File: config.mk
export PLATFORM = sky130hd
export DESIGN_NAME = gmii_tx_encoder
export DESIGN_NICKNAME = d
export VERILOG_FILES = /design/src/rtl/gmii_tx_pkg.sv /design/src/rtl/gmii_tx_fsm.sv /design/src/rtl/gmii_tx_codegen.sv /design/src/rtl/gmii_tx_outreg.sv /design/src/rtl/gmii_tx_encoder.sv
export SDC_FILE = /design/constraint.sdc
export NUM_CORES = 1
export LEC_CHECK = 0
export BUFFER_PORTS_ARGS = -buffer_cell sky130_fd_sc_hd__buf_2
export CORE_AREA = 4 4 41 43
export DETAILED_ROUTE_END_ITERATION = 16
export DIE_AREA = 0 0 45 47
export GPL_TIMING_DRIVEN = 0
export PLACE_DENSITY_LB_ADDON = 0.2
export SYNTH_ARGS = -nofsm -noshare
export SYNTH_HDL_FRONTEND = slang
export SYNTH_HIERARCHICAL = 1
export SYNTH_SLANG_ARGS = --single-unit
File: constraint.sdc
create_clock -name clk -period 3.1 [get_ports clk]
set_input_delay 0.62 -clock clk [delete_from_list [all_inputs] [get_ports clk]]
set_output_delay 0.62 -clock clk [all_outputs]
set_load 0.05 [all_outputs]
File: src/rtl/gmii_tx_pkg.sv
package gmii_tx_pkg;
  typedef enum logic [1:0] {
    ST_IDLE,
    ST_FRAME,
    ST_LAST,
    ST_EXT
  } tx_state_e;

  typedef enum logic [2:0] {
    K_IDLE,
    K_DATA,
    K_ERRDATA,
    K_GAP,
    K_EXT,
    K_EXTERR
  } tx_kind_e;
endpackage

File: src/rtl/gmii_tx_fsm.sv
module gmii_tx_fsm
  import gmii_tx_pkg::*;
(
  input  logic clk,
  input  logic rst,
  input  logic in_valid,
  input  logic in_sof,
  input  logic in_eof,
  input  logic ext_req,
  output logic send_byte,
  output logic send_gap,
  output logic send_ext
);
  tx_state_e state_q, state_d;
  logic      start;

  always_comb begin
    start     = in_valid && in_sof && (state_q != ST_FRAME);
    send_byte = start || (state_q == ST_FRAME && in_valid);
    send_gap  = (state_q == ST_FRAME) && !in_valid;
    send_ext  = !start && ext_req && (state_q == ST_LAST || state_q == ST_EXT);
    if (send_byte && in_eof)      state_d = ST_LAST;
    else if (send_byte || send_gap) state_d = ST_FRAME;
    else if (send_ext)            state_d = ST_EXT;
    else                          state_d = ST_IDLE;
  end

  always_ff @(posedge clk) begin
    if (rst) state_q <= ST_IDLE;
    else     state_q <= state_d;
  end
endmodule

File: src/rtl/gmii_tx_codegen.sv
module gmii_tx_codegen
  import gmii_tx_pkg::*;
#(
  parameter int DATA_W = 8,
  parameter logic [DATA_W-1:0] EXT_CODE     = 8'h0F,
  parameter logic [DATA_W-1:0] EXT_ERR_CODE = 8'h1F
) (
  input  logic              send_byte,
  input  logic              send_gap,
  input  logic              send_ext,
  input  logic              err_req,
  input  logic              ext_err_req,
  input  logic [DATA_W-1:0] in_data,
  output logic              en_nxt,
  output logic              er_nxt,
  output logic [DATA_W-1:0] d_nxt,
  output logic              stray_hit
);
  localparam logic [DATA_W-1:0] IDLE_CODE = '0;
  tx_kind_e kind;

  always_comb begin
    if (send_byte)     kind = err_req ? K_ERRDATA : K_DATA;
    else if (send_gap) kind = K_GAP;
    else if (send_ext) kind = ext_err_req ? K_EXTERR : K_EXT;
    else               kind = K_IDLE;
  end

  always_comb begin
    en_nxt = 1'b0;
    er_nxt = 1'b0;
    d_nxt  = IDLE_CODE;
    case (kind)
      K_DATA:    begin en_nxt = 1'b1; d_nxt = in_data; end
      K_ERRDATA: begin en_nxt = 1'b1; er_nxt = 1'b1; d_nxt = in_data; end
      K_GAP:     begin en_nxt = 1'b1; er_nxt = 1'b1; end
      K_EXT:     begin er_nxt = 1'b1; d_nxt = EXT_CODE; end
      K_EXTERR:  begin er_nxt = 1'b1; d_nxt = EXT_ERR_CODE; end
      default:   ;
    endcase
  end

  assign stray_hit = err_req && !send_byte && !send_gap;
endmodule

File: src/rtl/gmii_tx_outreg.sv
module gmii_tx_outreg #(
  parameter int DATA_W = 8
) (
  input  logic              clk,
  input  logic              rst,
  input  logic              en_nxt,
  input  logic              er_nxt,
  input  logic [DATA_W-1:0] d_nxt,
  input  logic              stray_hit,
  output logic              gtx_en,
  output logic              gtx_er,
  output logic [DATA_W-1:0] gtx_d,
  output logic              stray_err
);
  always_ff @(posedge clk) begin
    if (rst) begin
      gtx_en    <= 1'b0;
      gtx_er    <= 1'b0;
      gtx_d     <= '0;
      stray_err <= 1'b0;
    end else begin
      gtx_en    <= en_nxt;
      gtx_er    <= er_nxt;
      gtx_d     <= d_nxt;
      stray_err <= stray_err || stray_hit;
    end
  end
endmodule

File: src/rtl/gmii_tx_encoder.sv
module gmii_tx_encoder #(
  parameter int DATA_W = 8,
  parameter logic [DATA_W-1:0] EXT_CODE     = 8'h0F,
  parameter logic [DATA_W-1:0] EXT_ERR_CODE = 8'h1F
) (
  input  logic              clk,
  input  logic              rst,
  input  logic              in_valid,
  input  logic              in_sof,
  input  logic              in_eof,
  input  logic [DATA_W-1:0] in_data,
  input  logic              err_req,
  input  logic              ext_req,
  input  logic              ext_err_req,
  output logic              gtx_en,
  output logic              gtx_er,
  output logic [DATA_W-1:0] gtx_d,
  output logic              stray_err
);
  logic              send_byte, send_gap, send_ext;
  logic              en_nxt, er_nxt, stray_hit;
  logic [DATA_W-1:0] d_nxt;

  gmii_tx_fsm i_fsm (
    .clk       (clk),
    .rst       (rst),
    .in_valid  (in_valid),
    .in_sof    (in_sof),
    .in_eof    (in_eof),
    .ext_req   (ext_req),
    .send_byte (send_byte),
    .send_gap  (send_gap),
    .send_ext  (send_ext)
  );

  gmii_tx_codegen #(
    .DATA_W       (DATA_W),
    .EXT_CODE     (EXT_CODE),
    .EXT_ERR_CODE (EXT_ERR_CODE)
  ) i_codegen (
    .send_byte   (send_byte),
    .send_gap    (send_gap),
    .send_ext    (send_ext),
    .err_req     (err_req),
    .ext_err_req (ext_err_req),
    .in_data     (in_data),
    .en_nxt      (en_nxt),
    .er_nxt      (er_nxt),
    .d_nxt       (d_nxt),
    .stray_hit   (stray_hit)
  );

  gmii_tx_outreg #(.DATA_W(DATA_W)) i_outreg (
    .clk       (clk),
    .rst       (rst),
    .en_nxt    (en_nxt),
    .er_nxt    (er_nxt),
    .d_nxt     (d_nxt),
    .stray_hit (stray_hit),
    .gtx_en    (gtx_en),
    .gtx_er    (gtx_er),
    .gtx_d     (gtx_d),
    .stray_err (stray_err)
  );
endmodule

Word level (Yosys, flattened, before mapping)
Index checks and enable logic that the tools add are counted.
Word-level totals
  flip-flop bits (word level): 13
  logic and storage cells: 47
Cells by class
  equal/unequal tests: 9
  muxes and demuxes: 11
  reduce and logical (&&, ||, !) cells: 21
Operators by type and width (count)
  $pmux W8 S3: 1
  $logic_and A1 B1 Y1: 9
  $mux W3: 3
  $mux W2: 4
  $eq A3 B2 Y1 const B: 2
  $eq A3 B3 Y1 const B: 2
  $eq A2 B2 Y1 const B: 2
  $logic_not A1 Y1: 4
  $logic_or A1 B1 Y1: 4
  $reduce_or A2 Y1: 2
  $reduce_or A4 Y1: 1
  $eq A3 B1 Y1 const B: 1
  $mux W1: 3
  $reduce_or A3 Y1: 1
  $eq A2 B1 Y1 const B: 1
  $ne A2 B1 Y1 const B: 1

Depth between registers and ports, before layout
Gate-level depths: netlist of run 1.
  depth after elaboration: 11
  depth in mapped cells: 6

By module
Netlist of run 1, hierarchy kept.
Modules (own cells, without submodules)
  gmii_tx_outreg: instances 1, cells an instance 23, area each 310.3 um^2, sequential area each 220.2 um^2
  gmii_tx_fsm: instances 1, cells an instance 11, area each 107.6 um^2, sequential area each 40.0 um^2
  gmii_tx_codegen: instances 1, cells an instance 16, area each 102.6 um^2, sequential area each 0.0 um^2

Least setup slack after synthesis of run 1
No wires, ideal clock.
  path type: in2reg
  start point: input port in_sof
  end point: register i_outreg.gtx_d[4]
  library setup time: 114 ps
  arrival: 1286 ps
  setup slack: 1700 ps
  cell stages on the path: 4
  path buffers: 1
  path through: o21a_1 > buf_2 > a32o_1 > nor2b_1
On the way
  cells in the longest elaborated chain, start to end: 11
  elaborated cells on any way between the ends: 15
  those cells by class: eq/ne: 4; mux: 4; reduce/logical: 7
RTL lines
  from (decl): RTL line gmii_tx_encoder.sv:9  | input logic in_sof,
  $logic_and A1 B1 Y1 (*) (2 in series): RTL line gmii_tx_fsm.sv:18  | start = in_valid && in_sof && (state_q != ST_FRAME);
  $logic_not A1 Y1: RTL line gmii_tx_fsm.sv:21  | send_ext = !start && ext_req && (state_q == ST_LAST || state_q == ST_EXT);
  $logic_and A1 B1 Y1 (2 in series): RTL line gmii_tx_fsm.sv:21
  $mux W3: RTL line gmii_tx_codegen.sv:25  | else if (send_ext) kind = ext_err_req ? K_EXTERR : K_EXT;
  $mux W3: RTL line gmii_tx_codegen.sv:24  | else if (send_gap) kind = K_GAP;
  $mux W3 (*): RTL line gmii_tx_codegen.sv:23  | if (send_byte) kind = err_req ? K_ERRDATA : K_DATA;
  $eq A3 B1 Y1 / $eq A3 B2 Y1 (equally long branches): RTL line gmii_tx_codegen.sv:33  | case (kind)
  $reduce_or A2 Y1 (no source line)
  $pmux W8 S3 (*): RTL line gmii_tx_codegen.sv:33
  via d_nxt[4]: RTL line gmii_tx_encoder.sv:22  | logic [DATA_W-1:0] d_nxt;
  to (signal assigned): RTL line gmii_tx_outreg.sv:24  | gtx_d <= d_nxt;
  to (decl): RTL line gmii_tx_outreg.sv:12  | output logic [DATA_W-1:0] gtx_d,
Mark *: on every way through the listed nets, which the timed path passes. The rest lies on a longest branch.
A chain may end at the register's enable or synchronous reset.

Worst setup path in the final report of run 1
  start point: register i_outreg.stray_err
  end point: output port stray_err
RTL lines
  from (decl): RTL line gmii_tx_outreg.sv:13  | output logic stray_err
  from (signal assigned): RTL line gmii_tx_outreg.sv:25  | stray_err <= stray_err || stray_hit;
  to (decl): RTL line gmii_tx_encoder.sv:18  | output logic stray_err
No word-level cell between the ends.

==> results of run 1 <==
## layout make-up
class	instances	area (µm²)
clock buffer	4	26.3
multi-input combinational	34	240
inverter	1	3.75
buffer	2	16.3
tap	15	18.8
sequential	13	260
fill	133	606
timing repair buffer	26	130
## cells in the final DEF (no fill, tap or decap)
master                     instances
sky130_fd_sc_hd__nor2b_1          12
sky130_fd_sc_hd__nor2_1            2
sky130_fd_sc_hd__a32o_1            1
sky130_fd_sc_hd__o21ba_1           1
sky130_fd_sc_hd__buf_2            27
sky130_fd_sc_hd__o21ai_1           1
sky130_fd_sc_hd__nand2_1           2
sky130_fd_sc_hd__o211a_1           1
sky130_fd_sc_hd__inv_1             1
sky130_fd_sc_hd__dfxtp_1          13
sky130_fd_sc_hd__a21o_1            4
sky130_fd_sc_hd__and2_1            4
sky130_fd_sc_hd__nor3b_2           1
sky130_fd_sc_hd__o21ba_4           1
sky130_fd_sc_hd__buf_6             1
sky130_fd_sc_hd__a21oi_1           1
sky130_fd_sc_hd__clkbuf_1          1
sky130_fd_sc_hd__o21a_1            1
sky130_fd_sc_hd__clkbuf_4          3
sky130_fd_sc_hd__a221oi_1          1
sky130_fd_sc_hd__nor3_2            1
## kinds of logic (layout without fill, tap and decap cells)
kind of cell           after synthesis  after routing  synth area share
AO/OA/AOI/OAI                       12             12             0.197
buffers and inverters                3             33            0.0384
AND/OR/NAND/NOR                     22             22             0.264
flip-flops                          13             13             0.500
## power groups by stage
stage	clock network (mW)	logic (mW)	registers, mW
floorplan	0	0.0256	0.205
global route	0.113	0.0753	0.178
global placement	0	0.0701	0.181
CTS	0.107	0.0706	0.177
detailed placement	0	0.0705	0.181
finish	0.100	0.0698	0.177
## registers in the layout, indices dropped and copies added, names as in the netlist
name and cells:
i_outreg/gtx_d 8, i_fsm/state_q 2, i_outreg/gtx_en 1, i_outreg/gtx_er 1, i_outreg/stray_err 1
## routing by layer
metal,up-vias,wire [µm]
li1,227,-
met1,191,408
met2,16,443
met3,2,103
met4,0,12
met5,-,0
## how the worst max path moves through the flow
stage	cells past startpoint	endpoint	start	slack, ns
after floorplan	4	i_outreg/gtx_d[4]$_SDFF_PP0_	in_sof	1.70
after detailed placement	5	i_outreg/gtx_d[0]$_SDFF_PP0_	in_valid	1.39
after global placement	5	i_outreg/gtx_d[3]$_SDFF_PP0_	in_valid	1.43
after global routing	1	stray_err	i_outreg/stray_err$_SDFF_PP0_	1.56
final	1	stray_err	i_outreg/stray_err$_SDFF_PP0_	1.61
after CTS	1	stray_err	i_outreg/stray_err$_SDFF_PP0_	1.59
## cell usage after synthesis
library cell,instances
sky130_fd_sc_hd__a21o_1,4
sky130_fd_sc_hd__a21oi_1,1
sky130_fd_sc_hd__a221oi_1,1
sky130_fd_sc_hd__a32o_1,1
sky130_fd_sc_hd__and2_1,4
sky130_fd_sc_hd__buf_2,1
sky130_fd_sc_hd__buf_6,1
sky130_fd_sc_hd__dfxtp_1,13
sky130_fd_sc_hd__inv_1,1
sky130_fd_sc_hd__nand2_1,2
sky130_fd_sc_hd__nor2_1,2
sky130_fd_sc_hd__nor2b_1,12
sky130_fd_sc_hd__nor3_2,1
sky130_fd_sc_hd__nor3b_2,1
sky130_fd_sc_hd__o211a_1,1
sky130_fd_sc_hd__o21a_1,1
sky130_fd_sc_hd__o21ai_1,1
sky130_fd_sc_hd__o21ba_1,1
sky130_fd_sc_hd__o21ba_4,1
## through the flow
step	cells	area, µm²
after floorplan	50	520
after global placement	91	669
after detailed placement	91	669
after CTS	95	696
after global routing	95	696
final	95	696
==> insert_results.sql, run 1 <==
INSERT INTO impl_metrics (metric_group, metric, value, unit) VALUES
('outcome', 'outcome', 'complete, no violations', ''),
('critical_path', 'cp-start-kind', 'register', ''),
('clocking', 'ctsResizeCount', '0', ''),
('final_layout', 'fraction_of_final_layout_cells_with_drive_strength_greater_than_1', '0.425', ''),
('sta', 'report.final.slew_viol_count', '0', ''),
('pwr', 'power.share.switching', '0.274', ''),
('floorplan', 'dieArea', '0.00212', 'mm²'),
('floorplan', 'rows', '13', ''),
('run', 'max_cap_viol_count', '0', ''),
('synth', 'synth.yosys.seq_area_share', '0.500', ''),
('clocking', 'cts_max_path_bufs', '2', ''),
('synth', 'syn_area', '520', 'µm²'),
('clocking', 'clock_sink_count', '13', ''),
('global_routing', 'antenna_violations_before_repair', '0', ''),
('clocking', 'cts_setup_buffers', '0', ''),
('sta', 'fin_setup_tns', '0', 'ns'),
('floorplan', 'io_pins', '27', ''),
('floorplan', 'fp.coreArea', '0.00130', 'mm²'),
('critical_path', 'cp.required', '2.48', 'ns'),
('critical_path', 'timing.critical_path.to_type', 'primary output', ''),
('routing', 'drcViolationCount', '0', ''),
('global_routing', 'grt_remaining_overflow', '0', ''),
('pwr', 'internal_power', '0.252', 'mW'),
('global_routing', 'largest_net_degree_at_the_start_of_global_routing', '11', ''),
('clocking', 'cts_inserted_buffers', '3', ''),
('synth', 'avgSynthCellArea', '10.4', 'µm²'),
('sta', 'timing.clock.skew', '0.000701', 'ns'),
('final_layout', 'final_util', '0.535', ''),
('clocking', 'holdBufCountCts', '0', ''),
('clocking', 'cts_htree_levels', '1', ''),
('critical_path', 'cpMaxStageDelayCell', 'sky130_fd_sc_hd__dfxtp_1', ''),
('placement', 'buffer_ports.inserted', '26', ''),
('floorplan', 'start_util', '0.400', ''),
('critical_path', 'crit_path_max_fanout', '2', ''),
('routing', 'drt_iter0_drc', '2', ''),
('critical_path', 'critPathArrivalTime', '0.87', 'ns'),
('routing', 'drt_wl_total', '967', 'µm'),
('sta', 'finalHoldViolations', '0', ''),
('critical_path', 'setup.worst_path.class', 'register to primary output', ''),
('sta', 'slew_headroom', '0.795', ''),
('final_layout', 'area_growth_syn_to_layout', '33.7', '%'),
('pwr', 'combPwrFrac', '0.201', ''),
('pwr', 'power.static_leakage', '0.385', 'nW'),
('synth', 'post_synth_inst_count', '50', ''),
('critical_path', 'r2r-end', 'i_outreg/gtx_d[4]$_SDFF_PP0_', ''),
('pwr', 'total_switching_power', '0.0952', 'mW'),
('hold_path', 'cell_depth_of_the_worst_min_delay_path', '1', ''),
('routing', 'num_vias', '436', ''),
('clocking', 'clk_latency', '0.26', 'ns'),
('final_layout', 'antennaDiodeCount', '0', ''),
('critical_path', 'rr_worst_depth', '5', ''),
('sta', 'timing.final.setup_violations', '0', ''),
('clocking', 'cts.clk_slew.worst_paths', '0.07', 'ns'),
('critical_path', 'max_stage_delay', '0.34', 'ns'),
('pwr', 'seq_power_share', '0.511', ''),
('clocking', 'tritoncts', 'yes', ''),
('global_routing', 'gr-max-usage-layer', 'met2', ''),
('routing', 'detail_route.vias_per_cell', '4.59', ''),
('synth', 'synth-seq-cells', '13', ''),
('placement', 'gp_congestion', '0.628', ''),
('sta', 'layout_worst_path_cycle_share', '0.480', ''),
('synth', 'mappedNetlistNets', '66', ''),
('synth', 'post-synth-top-area-fraction', '0.500', ''),
('floorplan', 'die_width', '45', 'µm'),
('global_routing', 'grt_util_met1', '0.109', ''),
('global_routing', 'gr-usage-met2', '0.147', ''),
('synth', 'synth_area_leader_cell', 'sky130_fd_sc_hd__dfxtp_1', ''),
('sta', 'fmax', '0.671', 'GHz'),
('sta', 'setup_repair_after_global_routing_missed_its_margin', 'false', ''),
('routing', 'detail_route.first_pass.iterations', '2', ''),
('global_routing', 'first_pass_grt_wire_length', '1410', 'µm');
Power figures use the tool's default switching activity.
==> inputs of run 2 (changes only) <==
Settings changed: CORE_AREA 4 4 41 43 to default, CORE_MARGIN from default to 4, CORE_UTILIZATION from default to 37, DIE_AREA 0 0 45 47 to default.
Clock period 3.1 ns to 1.3 ns, I/O delays scaled along.
==> run 2 against run 1 <==
  * Cell area rose by 7.4%
  * Clock power is 140% higher
  * Register-to-register slack worse by 1.7 ns
  * Cell count grew 1.1%
  * Combinational power rose to 2.6 times the previous value
  * Die area down 2.1%
  * Total power grew 140%
  * Setup slack worse by 1.5 ns
  * Largest cell class is now multi-input gates
==> insert_results.sql, run 2 (synthesis gave the netlist of run 1 again) <==
INSERT INTO impl_metrics (metric_group, metric, value, unit) VALUES
('outcome', 'outcome', 'complete, no violations', ''),
('final_layout', 'design.final.nets', '98', ''),
('critical_path', 'max_stage_delay', '0.30', 'ns'),
('hold_path', 'min_path_type', 'input pin to register', ''),
('routing', 'detail_route.vias_per_cell', '4.49', ''),
('hold_path', 'hold_path_startpoint', 'rst', ''),
('routing', 'drt_wl_total', '1030', 'µm'),
('critical_path', 'reg2reg_slack', '0.06', 'ns'),
('routing', 'drcViolationCount', '0', ''),
('global_routing', 'track_usage', '0.105', ''),
('final_layout', 'layout.cells.most_common', 'sky130_fd_sc_hd__buf_2', ''),
('final_layout', 'largest-register', 'i_outreg/gtx_d', ''),
('final_layout', 'antennaDiodeCount', '0', ''),
('final_layout', 'stdcell_count', '96', ''),
('global_routing', 'grt_remaining_overflow', '0', ''),
('clocking', 'cts_htree_levels', '1', ''),
('routing', 'wl_per_cell', '10.7', 'µm'),
('sta', 'post-route-min-period', '1.24', 'ns'),
('clocking', 'clock_tree.root_cell', 'sky130_fd_sc_hd__clkbuf_4', ''),
('routing', 'drt_iter0_drc', '9', ''),
('critical_path', 'timing.critical_path.to_type', 'register', ''),
('floorplan', 'rows', '13', ''),
('floorplan', 'dieHeight', '45.5', 'µm'),
('final_layout', 'largest_reg_flops', '8', ''),
('placement', 'dp_hpwl', '748', 'µm'),
('sta', 'slew_headroom', '0.801', ''),
('placement', 'place_inst', '91', ''),
('critical_path', 'cp-start-kind', 'register', ''),
('critical_path', 'r2r-end', 'i_outreg/gtx_d[4]$_SDFF_PP0_', ''),
('critical_path', 'cpMaxStageDelayCell', 'sky130_fd_sc_hd__dfxtp_1', ''),
('global_routing', 'antenna_violations_before_repair', '0', ''),
('run', 'max_cap_viol_count', '0', ''),
('placement', 'dpl_cell_area', '669', 'µm²'),
('floorplan', 'io_pins', '27', ''),
('sta', 'timing.final.setup_violations', '0', ''),
('critical_path', 'crit-reg2reg-launch', 'i_fsm/state_q[0]$_SDFF_PP0_', ''),
('critical_path', 'setup.worst_path.class', 'register to register', ''),
('final_layout', 'layout.cells.most_common_list', '26 x sky130_fd_sc_hd__buf_2, 12 x sky130_fd_sc_hd__dfxtp_1, 10 x sky130_fd_sc_hd__nor2b_1, 4 x sky130_fd_sc_hd__a21o_1, 4 x sky130_fd_sc_hd__and2_1', ''),
('critical_path', 'critPathArrivalTime', '1.40', 'ns'),
('floorplan', 'start_util', '0.395', ''),
('sta', 'postLayoutSetupSlackWorst', '0.0612', 'ns'),
('sta', 'timing.clock.skew', '0.00260', 'ns'),
('floorplan', 'die_width', '45.5', 'µm'),
('hold_path', 'cell_depth_of_the_worst_min_delay_path', '2', ''),
('placement', 'buffer_ports.inserted', '26', ''),
('sta', 'finalHoldViolations', '0', ''),
('global_routing', 'largest_net_degree_at_the_start_of_global_routing', '11', ''),
('hold_path', 'hold_end', 'i_fsm/state_q[0]$_SDFF_PP0_', ''),
('placement', 'dp_worst_setup_slack', '-0.0929', 'ns'),
('floorplan', 'fp.coreArea', '0.00132', 'mm²'),
('global_routing', 'grt_pass1_vias', '386', ''),
('final_layout', 'area_growth_syn_to_layout', '43.5', '%'),
('sta', 'worstMarginPinSlew', '0.298', 'ns'),
('final_layout', 'finish.instance_area', '747', 'µm²'),
('clocking', 'clk_latency', '0.26', 'ns'),
('clocking', 'cts.clk_slew.worst_paths', '0.08', 'ns'),
('pwr', 'powerDensity', '1140', 'mW/mm²'),
('pwr', 'ir_worst_vdd', '0.000453', 'V'),
('critical_path', 'cp.required', '1.46', 'ns'),
('routing', 'detail_route.first_pass.iterations', '3', ''),
('critical_path', 'critPathTopFamily', 'compound AO/OA/AOI/OAI gates', ''),
('floorplan', 'dieArea', '0.00207', 'mm²'),
('routing', 'route.antenna.remaining_nets', '0', ''),
('clocking', 'cts_inserted_buffers', '3', ''),
('final_layout', 'top_regs', 'i_outreg/gtx_d x8, i_fsm/state_q x2', ''),
('clocking', 'clock_sink_count', '13', ''),
('clocking', 'cts_max_path_bufs', '2', ''),
('placement', 'gp_congestion', '0.667', ''),
('sta', 'fin_setup_tns', '0', 'ns'),
('critical_path', 'cp.buffers_inverters', '1', ''),
('routing', 'num_vias', '431', ''),
('sta', 'report.final.slew_viol_count', '0', ''),
('critical_path', 'crit_path_max_fanout', '10', ''),
('sta', 'fmax', '0.807', 'GHz'),
('pwr', 'power.static_leakage', '0.397', 'nW'),
('sta', 'layout_worst_path_cycle_share', '0.953', ''),
('clocking', 'tritoncts', 'yes', ''),
('critical_path', 'rr_worst_depth', '5', ''),
('global_routing', 'first_pass_grt_wire_length', '1550', 'µm'),
('critical_path', 'timing.critical_path.cells', 'nor2b_4 -> o21a_2 -> buf_6 -> a32o_1 -> nor2b_1', ''),
('final_layout', 'fraction_of_final_layout_cells_with_drive_strength_greater_than_1', '0.506', '');
==> run 2: cell type report <==
class / count / area, µm²
plain buffers: 2 / 22.5
well taps: 15 / 18.8
multi-input cells: 34 / 277
clock buffers: 4 / 26.3
flip-flops and latches: 13 / 262
fillers: 122 / 571
repair buffers: 27 / 138
inverters: 1 / 3.75
==> run 2: metrics by stage <==
stage                     utilization  power (mW)  hold slack [ns]
after floorplan                     -       0.551            0.330
after global placement          0.508       0.598            0.462
after detailed placement        0.508       0.602            0.486
after CTS                       0.545       0.855            0.196
after global routing            0.567       0.897            0.187
final                           0.567       0.850            0.205
==> run 2: routing by layer <==
layer	up-vias	track usage	part of all wire
met3	0	0.0435	0.093
met5	-	0	0
met2	14	0.164	0.48
met4	0	0.0526	0
met1	189	0.120	0.42
li1	228	-	-
==> run 2: worst max path at each step <==
stage,from,endpoint,slack (ns),cells after the start
after detailed placement,i_fsm/state_q[1]$_SDFF_PP0_,i_outreg/stray_err$_SDFF_PP0_,-0.09,5
final,i_fsm/state_q[0]$_SDFF_PP0_,i_outreg/gtx_d[4]$_SDFF_PP0_,0.06,5
after global placement,i_fsm/state_q[1]$_SDFF_PP0_,i_outreg/gtx_d[4]$_SDFF_PP0_,-0.08,5
after CTS,i_fsm/state_q[1]$_SDFF_PP0_,i_outreg/stray_err$_SDFF_PP0_,-0.0008,5
after floorplan,i_fsm/state_q[1]$_SDFF_PP0_,i_outreg/stray_err$_SDFF_PP0_,0.01,5
after global routing,i_fsm/state_q[0]$_SDFF_PP0_,i_outreg/gtx_d[1]$_SDFF_PP0_,-0.02,6
==> run 2: power breakdown <==
| group | internal, mW | switching, mW |
|---|---|---|
| combinational | 0.0756 | 0.109 |
| sequential | 0.418 | 0.00636 |
| clock | 0.118 | 0.123 |
==> run 2: repair_timing <==
action,4_1_cts,5_1_grt
endpoints found under the setup margin,6,10
pin swaps,0,2
setup buffers,0,1
resized for setup,6,6
hold buffers,0,0
==> inputs of run 3 (changes only) <==
Settings changed: CAP_MARGIN from default to 15, CORE_UTILIZATION 37 to 35, SKIP_LAST_GASP from default to 1, SYNTH_HIERARCHICAL 1 to default.
==> run 3 against run 2 <==
  * Clock power about the same
  * Non-clock buffer count decreased by 2
  * Synthesized cell count decreased by 12%
  * Cell area decreased by 15%
  * First-iteration DRC count decreased by 78%
  * Sequential share of layout area increased by 6.2 points
  * Die area decreased by 5.8%
  * Critical path type is now register to primary output
==> insert_results.sql, run 3 <==
INSERT INTO impl_metrics (metric_group, metric, value, unit) VALUES
('final_layout', 'top_regs', 'i_outreg.gtx_d x8, i_fsm.state_q x2', ''),
('routing', 'num_vias', '428', ''),
('final_layout', 'register_area', '260', 'µm²'),
('outcome', 'outcome', 'complete, no violations', ''),
('synth', 'synth.yosys.seq_area_share', '0.568', ''),
('critical_path', 'timing.critical_path.cells', 'buf_2', ''),
('critical_path', 'cp.buffers_inverters', '1', ''),
('sta', 'report.final.slew_viol_count', '0', ''),
('clocking', 'cts_setup_buffers', '0', ''),
('run', 'max_cap_viol_count', '0', ''),
('critical_path', 'crit_path_max_fanout', '2', ''),
('sta', 'finalHoldViolations', '0', ''),
('routing', 'route.antenna.remaining_nets', '0', ''),
('pwr', 'total_switching_power', '0.233', 'mW'),
('critical_path', 'cp.depth', '1', ''),
('critical_path', 'rr_worst_depth', '3', ''),
('final_layout', 'area_growth_syn_to_layout', '38.0', '%'),
('pwr', 'combPwrFrac', '0.190', ''),
('routing', 'detail_route.vias_per_cell', '4.86', ''),
('sta', 'worstMarginPinSlew', '0.466', 'ns'),
('critical_path', 'cp.required', '1.04', 'ns'),
('synth', 'synth-async-reset-ratio', '0', ''),
('clocking', 'clk_latency', '0.27', 'ns'),
('routing', 'drt_wl_total', '994', 'µm'),
('critical_path', 'max_stage_delay', '0.33', 'ns'),
('pwr', 'seq_power_share', '0.518', ''),
('hold_path', 'min_path_type', 'input pin to register', ''),
('final_layout', 'area_taken_by_multi_input_logic_gates', '186', 'µm²'),
('sta', 'layout_worst_path_cycle_share', '0.861', ''),
('critical_path', 'timing.critical_path.to_type', 'primary output', ''),
('floorplan', 'rows', '12', ''),
('synth', 'avgSynthCellArea', '10.4', 'µm²'),
('sta', 'setup_repair_after_global_routing_missed_its_margin', 'false', ''),
('clocking', 'cts.clk_slew.worst_paths', '0.08', 'ns'),
('clocking', 'clock_sink_count', '13', ''),
('sta', 'timing.clock.skew', '0.00702', 'ns'),
('final_layout', 'filler_cell_count', '113', ''),
('global_routing', 'track_usage', '0.124', ''),
('final_layout', 'layout.cells.most_common', 'sky130_fd_sc_hd__buf_2', ''),
('placement', 'buffer_ports.inserted', '26', ''),
('routing', 'drcViolationCount', '0', ''),
('clocking', 'tritoncts', 'yes', ''),
('clocking', 'ctsResizeCount', '0', ''),
('sta', 'post-route-min-period', '1.12', 'ns'),
('pwr', 'power.clock.fraction', '0.292', ''),
('critical_path', 'setup.worst_path.class', 'register to primary output', ''),
('routing', 'drt_iter0_drc', '2', ''),
('clocking', 'cts_htree_levels', '1', ''),
('floorplan', 'dieArea', '0.00195', 'mm²'),
('global_routing', 'grt_remaining_overflow', '0', ''),
('synth', 'syn_area', '458', 'µm²'),
('routing', 'wl_per_cell', '11.3', 'µm'),
('final_layout', 'largest-register', 'i_outreg.gtx_d', ''),
('critical_path', 'cpMaxStageDelayCell', 'sky130_fd_sc_hd__dfxtp_1', ''),
('floorplan', 'io_pins', '27', ''),
('critical_path', 'cp-start-kind', 'register', ''),
('clocking', 'cts_inserted_buffers', '3', ''),
('synth', 'post_synth_inst_count', '44', ''),
('synth', 'post-synth-top-area-fraction', '0.568', ''),
('routing', 'detail_route.first_pass.iterations', '2', ''),
('placement', 'dp_hpwl', '746', 'µm'),
('synth', 'edff_count_synth', '0', ''),
('sta', 'fin_setup_tns', '0', 'ns'),
('clocking', 'cts_max_path_bufs', '2', ''),
('sta', 'timing.final.setup_violations', '0', ''),
('synth', 'synth_cell_types', '20', ''),
('final_layout', 'largest_reg_flops', '8', ''),
('global_routing', 'antenna_violations_before_repair', '0', ''),
('final_layout', 'design.final.nets', '91', ''),
('pwr', 'ir_worst_vdd', '0.000541', 'V'),
('pwr', 'power.static_leakage', '0.301', 'nW'),
('floorplan', 'fp.coreArea', '0.00117', 'mm²'),
('synth', 'synth.yosys.warnings', '0', ''),
('pwr', 'post-layout-total-power', '0.822', 'mW'),
('synth', 'synth_area_leader_cell', 'sky130_fd_sc_hd__dfxtp_1', ''),
('synth', 'synth_area_leaders', 'sky130_fd_sc_hd__dfxtp_1 57%, sky130_fd_sc_hd__o21a_1 8.2%, sky130_fd_sc_hd__nor3b_1 4.9%', ''),
('floorplan', 'start_util', '0.391', ''),
('placement', 'gp_congestion', '0.698', ''),
('synth', 'mappedNetlistNets', '60', ''),
('synth', 'synthFlopType', 'sky130_fd_sc_hd__dfxtp_1', ''),
('sta', 'fmax', '0.894', 'GHz'),
('critical_path', 'critPathTopFamily', 'flip-flops', ''),
('final_layout', 'layout.cells.most_common_list', '26 x sky130_fd_sc_hd__buf_2, 13 x sky130_fd_sc_hd__dfxtp_1, 5 x sky130_fd_sc_hd__o21a_1', ''),
('hold_path', 'cell_depth_of_the_worst_min_delay_path', '2', ''),
('pwr', 'internal_power', '0.589', 'mW'),
('global_routing', 'grt_pass1_vias', '393', ''),
('critical_path', 'critPathArrivalTime', '0.86', 'ns'),
('pwr', 'power.share.switching', '0.284', ''),
('final_layout', 'antennaDiodeCount', '0', ''),
('global_routing', 'first_pass_grt_wire_length', '1740', 'µm'),
('clocking', 'holdBufCountCts', '0', ''),
('synth', 'synthTopCellsByCount', '13 x sky130_fd_sc_hd__dfxtp_1, 5 x sky130_fd_sc_hd__o21a_1, 3 x sky130_fd_sc_hd__a21oi_1, 3 x sky130_fd_sc_hd__nand2b_1, 3 x sky130_fd_sc_hd__nor3b_1', ''),
('floorplan', 'die_width', '44.2', 'µm'),
('global_routing', 'largest_net_degree_at_the_start_of_global_routing', '11', ''),
('pwr', 'powerDensity', '1300', 'mW/mm²'),
('floorplan', 'dieHeight', '44.2', 'µm'),
('clocking', 'clock_tree.root_cell', 'sky130_fd_sc_hd__clkbuf_4', ''),
('synth', 'post-synth-top-count-cell', 'sky130_fd_sc_hd__dfxtp_1', ''),
('synth', 'synth-seq-cells', '13', ''),
('sta', 'slew_headroom', '0.690', ''),
('final_layout', 'fraction_of_final_layout_cells_with_drive_strength_greater_than_1', '0.419', '');
## run 3: cell types whose count changed in the layout (fill, tap and decap cells not counted), moves of 3 or more
cell	previous run	this run
sky130_fd_sc_hd__nor3b_1	0	3
sky130_fd_sc_hd__nand2b_1	0	3
sky130_fd_sc_hd__o21a_1	0	5
sky130_fd_sc_hd__nor2b_1	10	1
sky130_fd_sc_hd__a21oi_1	0	3
sky130_fd_sc_hd__a21o_1	4	0
sky130_fd_sc_hd__and2_1	4	0
## run 3: final cells by class
cell class	instances	area share
Buffer	1	0.00594
Clock buffer	4	0.0416
Inverter	2	0.0119
Multi-Input combinational cell	28	0.295
Sequential cell	13	0.412
Tap cell	14	0.0277
Timing Repair Buffer	26	0.206
## run 3: final timing paths
path	start	end	slack, ns
worst max-delay path	i_outreg.stray_err$_SDFF_PP0_	stray_err	0.18
worst min-delay path	in_data[2]	i_outreg.gtx_d[2]$_SDFF_PP0_	0.19
worst max register to register	i_fsm.state_q[1]$_SDFF_PP0_	i_outreg.gtx_d[4]$_SDFF_PP0_	0.19
worst min register to register	i_outreg.stray_err$_SDFF_PP0_	i_outreg.stray_err$_SDFF_PP0_	0.47
## run 3: stage by stage
stage / cell area, µm² / hold slack (ns) / util / instances / setup slack, ns
floorplan: 458 / 0.373 / - / 44 / 0.368
global placement: 606 / 0.448 / 0.517 / 84 / 0.200
detailed placement: 606 / 0.461 / 0.517 / 84 / 0.204
CTS: 632 / 0.184 / 0.540 / 88 / 0.166
global route: 632 / 0.178 / 0.540 / 88 / 0.101
finish: 632 / 0.193 / 0.540 / 88 / 0.181
## run 3: routing by layer
metal  up-vias  share of wire  global-route usage
li1        219              -                   -
met1       191           0.42               0.150
met2        16           0.48               0.174
met3         2          0.087              0.0772
met4         0         0.0040              0.0542
met5         -              0                   0
## run 3: power by group through the flow
stage / registers [mW] / clock network (mW) / logic, mW
floorplan: 0.496 / 0 / 0.0444
global placement: 0.435 / 0 / 0.156
detailed placement: 0.435 / 0 / 0.156
CTS: 0.426 / 0.254 / 0.157
global route: 0.428 / 0.285 / 0.169
finish: 0.426 / 0.240 / 0.156
## run 3: worst reg2reg max path, cell delays in order, from the launching register on
cell,delay [ns]
sky130_fd_sc_hd__dfxtp_1,0.39
sky130_fd_sc_hd__nor2b_1,0.09
sky130_fd_sc_hd__o21ai_1,0.35
sky130_fd_sc_hd__o32ai_1,0.14
## run 3: cell families (layout without fill, tap and decap cells)
group                  after synthesis  after routing  share of synthesized area
AO/OA/AOI/OAI                       15             15                      0.238
buffers and inverters                3             33                     0.0246
flip-flops                          13             13                      0.568
AND/OR/NAND/NOR                     13             13                      0.169
